<file path="src/rtl/ring_drain_pkg.sv">
package ring_drain_pkg;
    // log2 of the quadword size in bytes
    localparam int QW_SHIFT = 4;
    localparam int DEF_ADDR_W = 32;
    localparam int DEF_CNT_W  = 16;
endpackage

</file>
<file path="src/rtl/ring_occupancy.sv">
module ring_occupancy
    import ring_drain_pkg::*;
#(
    parameter int ADDR_W = DEF_ADDR_W
) (
    input  logic [ADDR_W-1:0] base,
    input  logic [ADDR_W-1:0] mask,
    input  logic [ADDR_W-1:0] wr,
    input  logic [ADDR_W-1:0] drain,
    output logic [ADDR_W-1:0] drain_fold,
    output logic [ADDR_W-1:0] avail,
    output logic [ADDR_W-1:0] room
);
    localparam logic [ADDR_W-1:0] QW_BYTES = ADDR_W'(1) << QW_SHIFT;

    logic [ADDR_W-1:0] top;

    always_comb begin
        top        = base + mask + QW_BYTES;
        drain_fold = base + (drain & mask);
        if (drain_fold <= wr) begin
            avail = (wr - drain_fold) >> QW_SHIFT;
        end else begin
            avail = ((wr - base) + (top - drain_fold)) >> QW_SHIFT;
        end
        room = (top - drain_fold) >> QW_SHIFT;
    end
endmodule

</file>
<file path="src/rtl/ring_split.sv">
module ring_split
    import ring_drain_pkg::*;
#(
    parameter int ADDR_W = DEF_ADDR_W,
    parameter int CNT_W  = DEF_CNT_W
) (
    input  logic [ADDR_W-1:0] base,
    input  logic [ADDR_W-1:0] mask,
    input  logic [ADDR_W-1:0] drain_fold,
    input  logic [ADDR_W-1:0] avail,
    input  logic [ADDR_W-1:0] room,
    input  logic [CNT_W-1:0]  req,
    output logic [ADDR_W-1:0] s0_addr,
    output logic [CNT_W-1:0]  s0_len,
    output logic [ADDR_W-1:0] s1_addr,
    output logic [CNT_W-1:0]  s1_len,
    output logic [ADDR_W-1:0] nxt,
    output logic              is_empty
);
    logic [CNT_W-1:0]  total;
    logic [ADDR_W-1:0] end_addr;

    always_comb begin
        total    = (avail < ADDR_W'(req)) ? CNT_W'(avail) : req;
        is_empty = (avail == '0);
        s0_addr  = drain_fold;
        s1_addr  = base;
        if (ADDR_W'(total) > room) begin
            s0_len = CNT_W'(room);
            s1_len = total - CNT_W'(room);
        end else begin
            s0_len = total;
            s1_len = '0;
        end
        end_addr = drain_fold + (ADDR_W'(total) << QW_SHIFT);
        nxt      = base + (end_addr & mask);
    end
endmodule

</file>
<file path="src/rtl/ring_drain_ctrl.sv">
module ring_drain_ctrl
    import ring_drain_pkg::*;
#(
    parameter int ADDR_W = DEF_ADDR_W,
    parameter int CNT_W  = DEF_CNT_W
) (
    input  logic              clk,
    input  logic              rst_n,
    input  logic              req_valid,
    input  logic [ADDR_W-1:0] ring_base,
    input  logic [ADDR_W-1:0] ring_mask,
    input  logic [ADDR_W-1:0] wr_addr,
    input  logic [ADDR_W-1:0] drain_addr,
    input  logic [CNT_W-1:0]  req_qw,
    output logic              rsp_valid,
    output logic [ADDR_W-1:0] seg0_addr,
    output logic [CNT_W-1:0]  seg0_len,
    output logic [ADDR_W-1:0] seg1_addr,
    output logic [CNT_W-1:0]  seg1_len,
    output logic [ADDR_W-1:0] next_drain,
    output logic              empty
);
    typedef struct packed {
        logic              vld;
        logic [ADDR_W-1:0] a0;
        logic [CNT_W-1:0]  l0;
        logic [ADDR_W-1:0] a1;
        logic [CNT_W-1:0]  l1;
        logic [ADDR_W-1:0] nxt;
        logic              emp;
    } rsp_t;

    logic [ADDR_W-1:0] drain_fold, avail, room;
    logic [ADDR_W-1:0] c_a0, c_a1, c_nxt;
    logic [CNT_W-1:0]  c_l0, c_l1;
    logic              c_emp;
    rsp_t              rsp_d, rsp_q;

    ring_occupancy #(.ADDR_W(ADDR_W)) u_occ (
        .base       (ring_base),
        .mask       (ring_mask),
        .wr         (wr_addr),
        .drain      (drain_addr),
        .drain_fold (drain_fold),
        .avail      (avail),
        .room       (room)
    );

    ring_split #(.ADDR_W(ADDR_W), .CNT_W(CNT_W)) u_split (
        .base       (ring_base),
        .mask       (ring_mask),
        .drain_fold (drain_fold),
        .avail      (avail),
        .room       (room),
        .req        (req_qw),
        .s0_addr    (c_a0),
        .s0_len     (c_l0),
        .s1_addr    (c_a1),
        .s1_len     (c_l1),
        .nxt        (c_nxt),
        .is_empty   (c_emp)
    );

    always_comb begin
        rsp_d     = rsp_q;
        rsp_d.vld = req_valid;
        if (req_valid) begin
            rsp_d.a0  = c_a0;
            rsp_d.l0  = c_l0;
            rsp_d.a1  = c_a1;
            rsp_d.l1  = c_l1;
            rsp_d.nxt = c_nxt;
            rsp_d.emp = c_emp;
        end
    end

    always_ff @(posedge clk or negedge rst_n) begin
        if (!rst_n) rsp_q <= '0;
        else        rsp_q <= rsp_d;
    end

    assign rsp_valid  = rsp_q.vld;
    assign seg0_addr  = rsp_q.a0;
    assign seg0_len   = rsp_q.l0;
    assign seg1_addr  = rsp_q.a1;
    assign seg1_len   = rsp_q.l1;
    assign next_drain = rsp_q.nxt;
    assign empty      = rsp_q.emp;

    AST_CLAMP_TO_REQ: assert property (@(posedge clk) disable iff (!rst_n)
        req_valid |=> (ADDR_W'(seg0_len) + ADDR_W'(seg1_len) <= ADDR_W'($past(req_qw))));
    AST_EMPTY_NO_DATA: assert property (@(posedge clk) disable iff (!rst_n)
        empty |-> (seg0_len == '0 && seg1_len == '0));
    AST_SECOND_AT_BASE: assert property (@(posedge clk) disable iff (!rst_n)
        req_valid |=> (seg1_addr == $past(ring_base)));
    AST_NEXT_IN_RING: assert property (@(posedge clk) disable iff (!rst_n)
        req_valid |=> (next_drain >= $past(ring_base) &&
                       next_drain <= $past(ring_base) + $past(ring_mask)));
    AST_HOLD_IDLE: assert property (@(posedge clk) disable iff (!rst_n)
        !req_valid |=> ($stable(seg0_addr) && $stable(seg0_len) && $stable(seg1_len) &&
                        $stable(next_drain) && $stable(empty) && !rsp_valid));
endmodule

</file>
<file path="config.mk">
export PLATFORM = sky130hd
export DESIGN_NAME = ring_drain_ctrl
export DESIGN_NICKNAME = d
export VERILOG_FILES = /design/src/rtl/ring_drain_pkg.sv /design/src/rtl/ring_occupancy.sv /design/src/rtl/ring_split.sv /design/src/rtl/ring_drain_ctrl.sv
export SDC_FILE = /design/constraint.sdc
export NUM_CORES = 1
export LEC_CHECK = 0
export BUFFER_PORTS_ARGS = -buffer_cell sky130_fd_sc_hd__buf_4
export CELL_PAD_IN_SITES_DETAIL_PLACEMENT = 0
export CELL_PAD_IN_SITES_GLOBAL_PLACEMENT = 1
export CORE_MARGIN = 5
export CORE_UTILIZATION = 45
export CTS_CLUSTER_DIAMETER = 50
export CTS_CLUSTER_SIZE = 10
export DETAILED_ROUTE_END_ITERATION = 10
export PLACE_DENSITY_LB_ADDON = 0.1
export SLEW_MARGIN = 40
export SYNTH_ARGS = -nofsm -noshare
export SYNTH_HDL_FRONTEND = slang
export SYNTH_SLANG_ARGS = --single-unit
export TNS_END_PERCENT = 100
</file>
<file path="constraint.sdc">
create_clock -name clk -period 1 [get_ports clk]
set_input_delay 0.1 -clock clk [delete_from_list [all_inputs] [get_ports clk]]
set_output_delay 0.1 -clock clk [all_outputs]
set_load 0.01 [all_outputs]
</file>
# ---- Yosys cells after proc, flatten, opt, wreduce, memory -nomap -nowiden
# Index checks and enable logic that the tools add are counted.
dict set report totals {
  ff_bits 130
  in_bits 147
  output_inout_bits 130
  elab_cells 27
}
dict set report op_classes {
  n_addsub 10
  order_cmp 3
  muxes 4
  n_bitwise 2
  reduce_logical 1
}
# op n
set ops {}
lappend ops {{$add 32x32->32} 4}
lappend ops {{$sub 32x32->32} 3}
lappend ops {{$and 32x32->32} 2}
lappend ops {{$mux 16} 3}
lappend ops {{$add 32x20->32} 1}
lappend ops {{$add 32x5->32 const B} 1}
lappend ops {{$le 32x32->1} 1}
lappend ops {{$logic_not 32->1} 1}
lappend ops {{$gt 16x28->1} 1}
lappend ops {{$lt 28x16->1} 1}
lappend ops {{$mux 28} 1}
lappend ops {{$sub 16x16->16} 1}

# ---- Depth between registers and ports, before layout
# Gate-level depths: netlist of run 1.
dict set report depth {
  word_depth 10
  depth_mapped 76
  ltp_nobuf 73
}

# ---- Modules after synthesis
# Synthesis of run 1 repeated with hierarchy kept, for this count alone.
dict set report unflattened {
  hier_cells 2098
  hier_area_um2 18273.8
}
# mod n_inst cells_each area_per_inst_um2 seq_area_each_um2
set by_module_without_submodules {}
lappend by_module_without_submodules {ring_occupancy 1 1034 8023.9 0.0}
lappend by_module_without_submodules {ring_split 1 791 5392.7 0.0}
lappend by_module_without_submodules {ring_drain_ctrl 1 273 4857.2 3253.1}

# ---- Least setup slack after synthesis of run 1
# Ideal clock, no wire load.
dict set report synth_timing {
  kind {input port to flip-flop}
  start {in ring_mask[0]}
  end {reg rsp_q (netlist bit next_drain[31])}
  setup_time_ps 66
  arrival_ps 14080
  required_time_ps 934
  setup_slack_ps -13147
  path_stages 71
  path_buffers 2
  cell_sequence {and2_1 ha_1 fa_1 a21oi_1 inv_1 a21oi_1 xnor2_1 ha_1 inv_1 fa_1 ha_1 inv_1 o21bai_1 a21oi_1 o21bai_1 a21oi_1 o21bai_1 a21oi_1 [35 not listed] o41ai_2 a31oi_1 maj3_2 o21ai_4 nand3_1 and3_1 o31a_1 ha_1 and3_1 a21oi_1 o21ai_1 o41a_1 and4_1 o31ai_1 nor4bb_1 a311o_1 mux4_2 nand2_1}
}
dict set report synth_between {
  elab_chain_cells 10
}
# item line
set synth_lines {}
lappend synth_lines {{from (decl)} ring_drain_ctrl.sv:11} ;# input logic [ADDR_W-1:0] ring_mask,
lappend synth_lines {{$and 32x32->32 (*)} ring_occupancy.sv:20} ;# drain_fold = base + (drain & mask);
lappend synth_lines {{$add 32x32->32 (*)} ring_occupancy.sv:20}
lappend synth_lines {{via c_a0[4]} ring_drain_ctrl.sv:34} ;# logic [ADDR_W-1:0] c_a0, c_a1, c_nxt;
lappend synth_lines {{$sub 32x32->32} ring_occupancy.sv:24} ;# avail = ((wr - base) + (top - drain_fold)) >> QW_SHIFT;
lappend synth_lines {{$add 32x32->32} ring_occupancy.sv:24}
lappend synth_lines {{$mux 28} ring_occupancy.sv:21} ;# if (drain_fold <= wr) begin
lappend synth_lines {{$lt 28x16->1} ring_split.sv:24} ;# total = (avail < ADDR_W'(req)) ? CNT_W'(avail) : req;
lappend synth_lines {{$mux 16} ring_split.sv:24}
lappend synth_lines {{$add 32x20->32 (*)} ring_split.sv:35} ;# end_addr = drain_fold + (ADDR_W'(total) << QW_SHIFT);
lappend synth_lines {{$and 32x32->32 (*)} ring_split.sv:36} ;# nxt = base + (end_addr & mask);
lappend synth_lines {{$add 32x32->32 (*)} ring_split.sv:36}
lappend synth_lines {{to (signal assigned)} ring_drain_ctrl.sv:79} ;# else rsp_q <= rsp_d;
lappend synth_lines {{to (decl)} ring_drain_ctrl.sv:37} ;# rsp_t rsp_d, rsp_q;
# Mark *: on every way through the listed nets, which the timed path passes. The rest lies on a longest branch.
# A chain may end at the register's enable or synchronous reset.

# ---- Worst setup path after layout of run 1
dict set report layout_timing {
  start {in drain_addr[0]}
  end {reg rsp_q (netlist bit next_drain[31])}
}
dict set report layout_between {
  elab_chain_cells 10
}
# item line
set layout_lines {}
lappend layout_lines {{from (decl)} ring_drain_ctrl.sv:13} ;# input logic [ADDR_W-1:0] drain_addr,
lappend layout_lines {{$and 32x32->32 (*)} ring_occupancy.sv:20}
lappend layout_lines {{$add 32x32->32 (*)} ring_occupancy.sv:20}
lappend layout_lines {{via c_a0[28]} ring_drain_ctrl.sv:34}
lappend layout_lines {{$sub 32x32->32} ring_occupancy.sv:24}
lappend layout_lines {{$add 32x32->32} ring_occupancy.sv:24}
lappend layout_lines {{$mux 28} ring_occupancy.sv:21}
lappend layout_lines {{$lt 28x16->1} ring_split.sv:24}
lappend layout_lines {{$mux 16} ring_split.sv:24}
lappend layout_lines {{$add 32x20->32 (*)} ring_split.sv:35}
lappend layout_lines {{$and 32x32->32 (*)} ring_split.sv:36}
lappend layout_lines {{$add 32x32->32 (*)} ring_split.sv:36}
# Marks and branches as above.

==> results of run 1 <==
## worst min-delay path, cell delays in order
cell	delay, ns
buf_4	0.10
buf_4	0.13
mux2_2	0.15
## kinds of logic after synthesis
kind of cell | after synthesis | synth area share, %
AO/OA/AOI/OAI | 568 | 21.63
XOR/XNOR | 157 | 7.895
adder cells (fa/ha/maj) | 294 | 22.63
buffers and inverters | 334 | 7.261
flip-flops | 130 | 17.90
multiplexers | 99 | 6.133
AND/OR/NAND/NOR | 584 | 16.56
## final timing paths
kind,startpoint,to,slack (ns),cells after the start
max in group asynchronous,rst_n,seg1_addr[20],0.38,3
min in group asynchronous,rst_n,next_drain[3],0.05,2
worst min register to register,seg0_addr[22],seg0_addr[22],0.53,1
worst max-delay path,drain_addr[0],next_drain[31],-12.29,70
worst max register to register,seg0_len[7],seg0_len[7],-0.11,3
worst min-delay path,ring_base[2],seg1_addr[2],0.02,3
## cell usage in the layout (no fill, tap or decap), types with 18 or more instances in the layout
cell	count
a21o_1	100
a21oi_1	101
a21oi_2	40
and2_1	52
buf_4	964
buf_6	208
dfrtp_1	129
fa_1	55
ha_1	199
ha_4	27
inv_1	272
mux2_2	51
mux2_4	35
nand2_1	111
nand3_1	35
nand4_1	28
nor2_1	115
nor2b_1	21
nor3_1	38
o21ai_0	69
o21ai_1	18
o21ai_2	19
o21bai_1	20
xnor2_1	81
xnor2_2	22
xor2_1	31
## sequential cells by signal (all words and copies together), names as in the netlist
signal	flops
seg0_len	16
seg0_addr	32
next_drain	32
rsp_valid	1
seg1_addr	32
seg1_len	16
empty	1
## area by class of cell
class / count / area (um2)
clock buffer: 21 / 480.5
clock inverter: 10 / 123.9
fill: 2496 / 8373
inverter: 286 / 1086
multi-input combinational: 1702 / 15850
sequential: 130 / 3254
tap: 525 / 656.9
timing repair buffer: 1199 / 9997
## power groups by stage
stage / logic, uW / registers (uW) / clock network (uW)
2_1_floorplan: 40400 / 7320 / 0
3_3_place_gp: 73200 / 6950 / 0
3_5_place_dp: 74500 / 6990 / 0
4_1_cts: 78400 / 6960 / 6900
5_1_grt: 92100 / 7250 / 7250
6_report: 85900 / 7190 / 7020
## layer usage
layer / global-route usage, % / share of wire [%] / vias to the layer above
li1: - / - / 9961
met4: 11.54 / 4.9 / 0
met1: 45.56 / 41 / 10760
met2: 52.42 / 46 / 1083
met5: 0 / 0 / -
met3: 6.951 / 8.0 / 294
## timing repair
item,CTS,global route
pin swaps,117,170
setup buffers,47,122
hold buffers,10,0
gates cloned,1,0
setup endpoints to repair,225,224
hold endpoints to repair,139,0
gates resized for setup,177,336
## through the flow
step / instance area [um2] / utilization [%] / total power, uW / TNS [ns] / setup slack, ns
floorplan: 19030 / - / 47720 / -660.98 / -11.91
detailed placement: 27260 / 68.45 / 81440 / -777.18 / -13.16
finish: 31450 / 78.97 / 100100 / -735.64 / -12.29
global placement: 27260 / 68.45 / 80180 / -769.45 / -13.01
global route: 31450 / 78.97 / 106600 / -766.00 / -12.76
CTS: 29180 / 73.28 / 92220 / -705.36 / -12.00
==> run_results.csv, run 1 <==
group,metric,value,unit
place,port_buffers,276,
worst_setup_path,worst-setup-path-type,"in2reg",
detailed_routing,post_drt_via_cell_ratio,5.705,
power,pwr-share-comb,85.8,%
finish,syn_to_final_growth,73.01,%
timing,timing.slew.headroom,53.67,%
floorplanning,start_util,45.65,%
synth,yosys_warnings,0,
global_routing,grt_max_degree,43,
clock_network,htreeDepth,4,
synth,synth.top_cells.by_area,"dfrtp_1 18%, ha_1 16%, fa_1 6.5%",
global_routing,track_usage,33.27,%
status,status,"finished with violations",
finish,drive_above_1_share,49.97,%
global_routing,grt_pass1_vias,21090,
synth,ys_seq_area_share,17.90,%
place,post-place-cells,3689,
finish,antenna_cells,0,
timing,slew_violations,0,
global_routing,grt_overflow,0,
worst_setup_path,cp_top_family,"compound AO/OA/AOI/OAI gates",
floorplanning,core,0.03982,mm2
worst_setup_path,cp.required,1.43,ns
clock_network,clk_pin_slew,0.07,ns
detailed_routing,drt_iter0_markers,2084,
detailed_routing,vias,22090,
status,violations,"setup timing",
clock_network,ctsRootBufferMaster,"clkbuf_16",
power,peakVddDrop,2.117,mV
timing,setup_viol_count_final,224,
timing,rsz0062_at_grt,"true",
synth,synth_edf_count,0,
detailed_routing,antenna_left,0,
clock_network,clk_latency,0.49,ns
clock_network,cts_buffers,17,
synth,synthCells,2166,
global_routing,grt_pass1_wl,115.7,mm
synth,ys_types,118,
timing,tightest_slew,0.6877,ns
worst_setup_path,slowest_delay,0.54,ns
clock_network,cts.sinks,130,
floorplanning,boundaryPins,277,
synth,synth_area_per_cell,8.393,um2
synth,ys_seq_elements,130,
floorplanning,num_rows,73,
worst_setup_path,crit_buf_inv,9,
synth,synth_commonest_cells,"282 x inv_1, 230 x ha_1, 145 x a21oi_1",
synth,yosysMostFrequentCell,"inv_1",
finish,instances_no_fill,3873,
synth,post-synth-top-area-cell,"dfrtp_1",
worst_setup_path,critPathMaxFanout,5,
power,power_frac_seq,7.2,%
power,p_int,54240,uW
worst_setup_path,worstPathArrival,13.71,ns
synth,synth-main-ff-cell,"dfrtp_1",
detailed_routing,drt_wl_total,86.27,mm
synth,syn_area,0.01818,mm2
synth,syn_nets,2602,
timing,hold_violations,0,
detailed_routing,drc,0,
power,power_density,3184,mW/mm2
detailed_routing,wl_per_cell,22.28,um
floorplanning,fp.dieW,211.0,um
worst_setup_path,cp_slowest_cell,"fa_1",
floorplanning,die_y,211.0,um
synth,yosys.area.top_type_share,17.90,%
timing,period_needed,13.29,ns
timing,hold_ws,0.01632,ns
timing,fmax,0.07526,GHz
power,power.share.clock,7.0,%
worst_setup_path,cp-start-kind,"primary input",
worst_setup_path,critPathCaptureType,"flip-flop",
timing,finalCritPeriodShare,1329,%
power,p_leak,0.01619,uW
finish,final_nets,3772,
hold_path,timing.hold.worst.class,"in2reg",
power,p_switching,45900,uW
global_routing,antenna_found_initial,0,
clock_network,clock_path_buffers,2,
place,hpwl,62.78,mm
detailed_routing,drtPass1Iterations,5,
timing,fin_skew,0,ns
power,netSwitchingFraction,45.84,%
synth,synthArstFlopShare,100.0,%
job,cap_viol_max_count,0,
floorplanning,dieArea,0.04452,mm2
timing,setup_ws,-12.29,ns
clock_network,cts_tree,"built",
place,finalWeightedCongestion,0.9414,
(Power assumes the default switching activity.)
==> run 2, diff against run 1 <==
Settings changed: CORE_UTILIZATION 45 to 40.
Clock period 1 ns to 11.9 ns, I/O delays scaled along.
==> run_results.csv, run 2 (synthesis results as in run 1) <==
group,metric,value,unit
power,finalPower,7996,uW
worst_setup_path,critPathCaptureType,"flip-flop",
floorplanning,dieArea,0.04981,mm2
timing,timing.slew.headroom,42.26,%
power,pwr-share-comb,86.2,%
status,status,"finished with violations",
clock_network,cts_buffers,17,
status,violations,"setup timing",
floorplanning,num_rows,78,
finish,final_nets,3627,
timing,tightest_slew,0.8570,ns
timing,fmax,0.06964,GHz
global_routing,antenna_found_initial,3,
hold_path,timing.hold.worst.class,"reg2reg",
timing,setup_ws,-2.460,ns
detailed_routing,drtPass1Iterations,5,
timing,finalCritPeriodShare,120.7,%
floorplanning,core,0.04519,mm2
finish,fin_area,0.02872,mm2
timing,setup_viol_count_final,54,
timing,fin_skew,0,ns
timing,period_needed,14.36,ns
clock_network,clk_pin_slew,0.06,ns
floorplanning,fp.dieW,223.2,um
place,placed_cell_area,0.02620,mm2
detailed_routing,drc,0,
place,finalWeightedCongestion,0.9313,
floorplanning,start_util,40.23,%
clock_network,cts.sinks,130,
worst_setup_path,worst-setup-path-type,"in2reg",
global_routing,track_usage,28.39,%
detailed_routing,vias,19830,
worst_setup_path,cp-start-kind,"primary input",
clock_network,clk_latency,0.49,ns
finish,drive_above_1_share,44.85,%
worst_setup_path,slowest_delay,0.56,ns
global_routing,grt_max_degree,67,
timing,hold_violations,0,
job,cap_viol_max_count,0,
power,p_switching,3609,uW
global_routing,grt_pass1_wl,111.1,mm
clock_network,ctsRootBufferMaster,"clkbuf_16",
power,power_density,278.4,mW/mm2
timing,slew_violations,0,
worst_setup_path,worstPathArrival,14.79,ns
power,p_int,4387,uW
detailed_routing,drt_wl_total,72.43,mm
power,power_frac_seq,7.2,%
clock_network,clock_path_buffers,2,
place,hpwl,59.90,mm
detailed_routing,wl_per_cell,19.04,um
power,power.share.clock,6.7,%
finish,final_common_cell,"buf_4",
timing,rsz0062_at_grt,"true",
worst_setup_path,critPathMaxFanout,5,
worst_setup_path,cp_slowest_cell,"or4_4",
finish,syn_to_final_growth,57.97,%
detailed_routing,antenna_left,0,
power,peakVddDrop,0.1832,mV
worst_setup_path,cpMostUsedCell,"buf_4",
clock_network,cts_tree,"built",
finish,most-common-layout-cells,"1,013 x buf_4, 269 x inv_1, 210 x ha_1, 130 x dfrtp_1, 127 x nor2_1",
global_routing,grt_pass1_vias,20130,
power,p_leak,0.01496,uW
floorplanning,die_y,223.2,um
global_routing,grt_overflow,0,
place,port_buffers,276,
clock_network,htreeDepth,4,
detailed_routing,post_drt_via_cell_ratio,5.212,
finish,num-fill-cells,3949,
detailed_routing,drt_iter0_markers,1331,
power,netSwitchingFraction,45.13,%
worst_setup_path,cp.required,12.33,ns
floorplanning,boundaryPins,277,
[run 2: cell types whose count changed in the layout (fill, tap and decap cells not counted), sizes merged]
cell | previous run | this run
buf | 1189 | 1051
bufbuf | 0 | 1
bufinv | 2 | 0
clkbuf | 21 | 19
clkinv | 5 | 7
diode | 0 | 1
dlygate4sd3 | 10 | 0
inv | 287 | 292
[run 2: final cells by class]
class	instances	area [um2]	area share (%)
flip-flops and latches	130	3253	11.33
repair buffers	1054	8178	28.48
clock buffers	17	425.4	1.481
diodes	1	2.502	0.008714
clock inverters	15	138.9	0.4836
inverters	286	1079	3.756
well taps	600	750.7	2.614
multi-input cells	1702	14890	51.85
[run 2: per-stage QoR]
stage | utilization (%) | hold slack, ns | setup slack (ns) | TNS [ns] | instances
floorplan | - | 0.5164 | -2.099 | -36.98 | 2166
global placement | 57.97 | 0.4642 | -3.352 | -109.92 | 3675
detailed placement | 57.98 | 0.4705 | -3.574 | -118.56 | 3675
CTS | 61.80 | 0.4854 | -2.521 | -52.45 | 3776
global route | 63.55 | 0.4901 | -3.011 | -90.05 | 3805
finish | 63.55 | 0.4817 | -2.460 | -56.92 | 3805
[run 2: critical path: cells and delay by family]
kind / cells / cell delay (ns)
AO/OA/AOI/OAI: 26 / 5.11
adder cells (fa/ha/maj): 10 / 3.28
XOR/XNOR: 2 / 0.49
multiplexers: 3 / 0.63
AND/OR/NAND/NOR: 18 / 2.90
buffers and inverters: 9 / 1.12
[run 2: per-layer routing]
metal | vias to the layer above | part of all wire [%] | global-route usage (%)
li1 | 9696 | - | -
met3 | 88 | 5.6 | 4.895
met5 | - | 0.032 | 0
met2 | 526 | 45 | 44.70
met1 | 9516 | 47 | 40.35
met4 | 4 | 2.4 | 7.688
[run 2: final timing paths]
check | start | endpoint | slack, ns | depth (start not counted)
max in group asynchronous | rst_n | seg1_addr[18] | 10.07 | 2
min in group asynchronous | rst_n | seg1_addr[0] | 0.68 | 1
setup / recovery | drain_addr[3] | next_drain[31] | -2.46 | 68
setup reg to reg | seg0_len[4] | seg0_len[4] | 10.96 | 2
hold / removal | seg1_len[3] | seg1_len[3] | 0.48 | 1
hold reg to reg | seg1_len[3] | seg1_len[3] | 0.48 | 1
[run 2: timing repair]
action                                  in CTS  in global routing
resized for setup                          137                104
hold endpoints to repair                     0                  0
pin swaps                                  113                111
cloned                                       4                  2
hold buffers                                 0                  0
endpoints found under the setup margin      56                 56
buffers inserted                            83                 28
[run 2: power groups by stage]
stage	combinational [uW]	clock [uW]	sequential, uW
after global routing	7520	568	584
after detailed placement	6060	0	581
final	6890	533	574
after global placement	5960	0	578
after floorplan	3340	0	615
after CTS	6550	549	574
==> run 3, diff against run 2 <==
Settings changed: PLACE_DENSITY set to 0.89, PLACE_DENSITY_LB_ADDON 0.1 to not set.
==> run_results.csv, run 3 (synthesis results as in run 1) <==
group,metric,value,unit
status,status,"finished with violations",
status,violations,"setup timing",
global_routing,antenna_found_initial,6,
timing,slew_violations,0,
finish,fin_util,62.56,%
worst_setup_path,critPathCaptureType,"flip-flop",
timing,finalCritPeriodShare,120.4,%
floorplanning,core,0.04519,mm2
global_routing,grt_pass1_vias,20760,
finish,final_nets,3607,
timing,tightest_slew,0.8501,ns
timing,hold_violations,0,
floorplanning,dieArea,0.04981,mm2
power,finalPower,8035,uW
timing,fin_skew,0,ns
worst_setup_path,slowest_delay,0.56,ns
finish,syn_to_final_growth,55.51,%
timing,period_needed,14.33,ns
floorplanning,die_y,223.2,um
floorplanning,num_rows,78,
worst_setup_path,critPathMaxFanout,5,
global_routing,track_usage,27.25,%
clock_network,ctsRootBufferMaster,"clkbuf_16",
finish,drive_above_1_share,43.69,%
timing,fmax,0.06980,GHz
detailed_routing,vias,20250,
clock_network,clk_pin_slew,0.06,ns
finish,final_common_cell,"buf_4",
worst_setup_path,cp-start-kind,"primary input",
job,cap_viol_max_count,0,
clock_network,clk_latency,0.49,ns
timing,setup_viol_count_final,54,
finish,num-fill-cells,3606,
clock_network,cts_buffers,17,
detailed_routing,drt_wl_total,70.78,mm
detailed_routing,antenna_left,0,
global_routing,grt_pass1_wl,109.3,mm
clock_network,htreeDepth,4,
power,peakVddDrop,0.1971,mV
clock_network,cts.sinks,130,
timing,setup_ws,-2.426,ns
finish,most-common-layout-cells,"1,011 x buf_4, 271 x inv_1, 216 x ha_1, 130 x dfrtp_1, 128 x nor2_1",
worst_setup_path,worstRegToRegCells,2,
power,power_density,284.2,mW/mm2
power,p_leak,0.01477,uW
place,port_buffers,276,
floorplanning,boundaryPins,277,
timing,rsz0062_at_grt,"true",
detailed_routing,drt_iter0_markers,1575,
finish,instances_no_fill,3787,
timing,setup_tns,-65.33,ns
floorplanning,fp.dieW,223.2,um
clock_network,clock_path_buffers,2,
place,hpwl,56.81,mm
worst_setup_path,cp_slowest_cell,"or4_4",
place,finalWeightedCongestion,0.9994,
detailed_routing,post_drt_via_cell_ratio,5.348,
floorplanning,start_util,40.23,%
global_routing,grt_max_degree,67,
detailed_routing,drtPass1Iterations,5,
worst_setup_path,worstPathArrival,14.75,ns
clock_network,cts_tree,"built",
timing,timing.slew.headroom,43.32,%
hold_path,timing.hold.worst.class,"reg2reg",
global_routing,grt_overflow,0,
detailed_routing,drc,0,
place,post-place-cells,3659,
detailed_routing,wl_per_cell,18.69,um
hold_path,holdPathStages,1,
worst_setup_path,worst-setup-path-type,"in2reg",
timing,hold_ws,0.4736,ns
worst_setup_path,cp.required,12.33,ns
run 3: changes by cell type in the layout (fill, tap and decap cells not counted), moves of 6 or more:
cell     previous run  this run
a21oi_4             9         3
buf_6              32        17
ha_1              210       216
ha_4               16         9
o21ai_0            73        81
xnor2_1            95       101
xnor2_2            14         8
run 3: metal layers:
metal,routed length (um),vias to the layer above,track usage (%)
met2,32370,698,43.57
met3,4815,161,5.895
met1,30990,9717,36.21
met5,50,-,0
met4,2557,8,10.34
li1,-,9670,-
run 3: timing repair:
item,in CTS,in global routing
buffers inserted,68,26
hold buffers,0,0
pin swaps,78,70
setup endpoints to repair,54,56
resized for setup,78,103
cloned,2,1
run 3: path summary, 6_finish.rpt:
| check | slack (ns) | endpoint | start |
|---|---|---|---|
| setup / recovery | -2.43 | next_drain[31] | drain_addr[0] |
| hold / removal | 0.47 | seg0_addr[31] | seg0_addr[31] |
| setup reg to reg | 11.00 | seg0_len[12] | seg0_len[12] |
| hold reg to reg | 0.47 | seg0_addr[31] | seg0_addr[31] |
| max in group asynchronous | 10.14 | seg1_addr[30] | rst_n |
| min in group asynchronous | 0.69 | seg0_addr[12] | rst_n |
run 3: through the flow:
stage / setup WS (ns) / cell area [um2]
final: -2.426 / 28270
after global routing: -2.883 / 28270
after CTS: -2.322 / 27660
after detailed placement: -3.338 / 26090
after global placement: -2.905 / 26090
after floorplan: -2.099 / 18530
run 3: critical path: cells and delay by family:
family	cells	cell delay, ns
AO/OA/AOI/OAI	30	5.12
buffers and inverters	9	1.16
adder cells (fa/ha/maj)	10	3.17
XOR/XNOR	4	0.63
AND/OR/NAND/NOR	18	2.94
multiplexers	2	0.52
run 3: layout make-up:
class	count	area (um2)	area share, %
clock inverter	14	225.2	0.7967
multi-input combinational	1702	14620	51.70
antenna	3	7.507	0.02656
clock buffer	18	439.2	1.554
sequential	130	3253	11.51
tap	600	750.7	2.656
inverter	286	1074	3.797
timing repair buffer	1034	7904	27.96
run 3: report_power, final:
part / total [uW] / switching (uW) / internal [uW]
Sequential: 576 / 49.9 / 526
Clock: 620 / 241 / 380
Combinational: 6840 / 3270 / 3560
Total: 8030 / 3560 / 4470
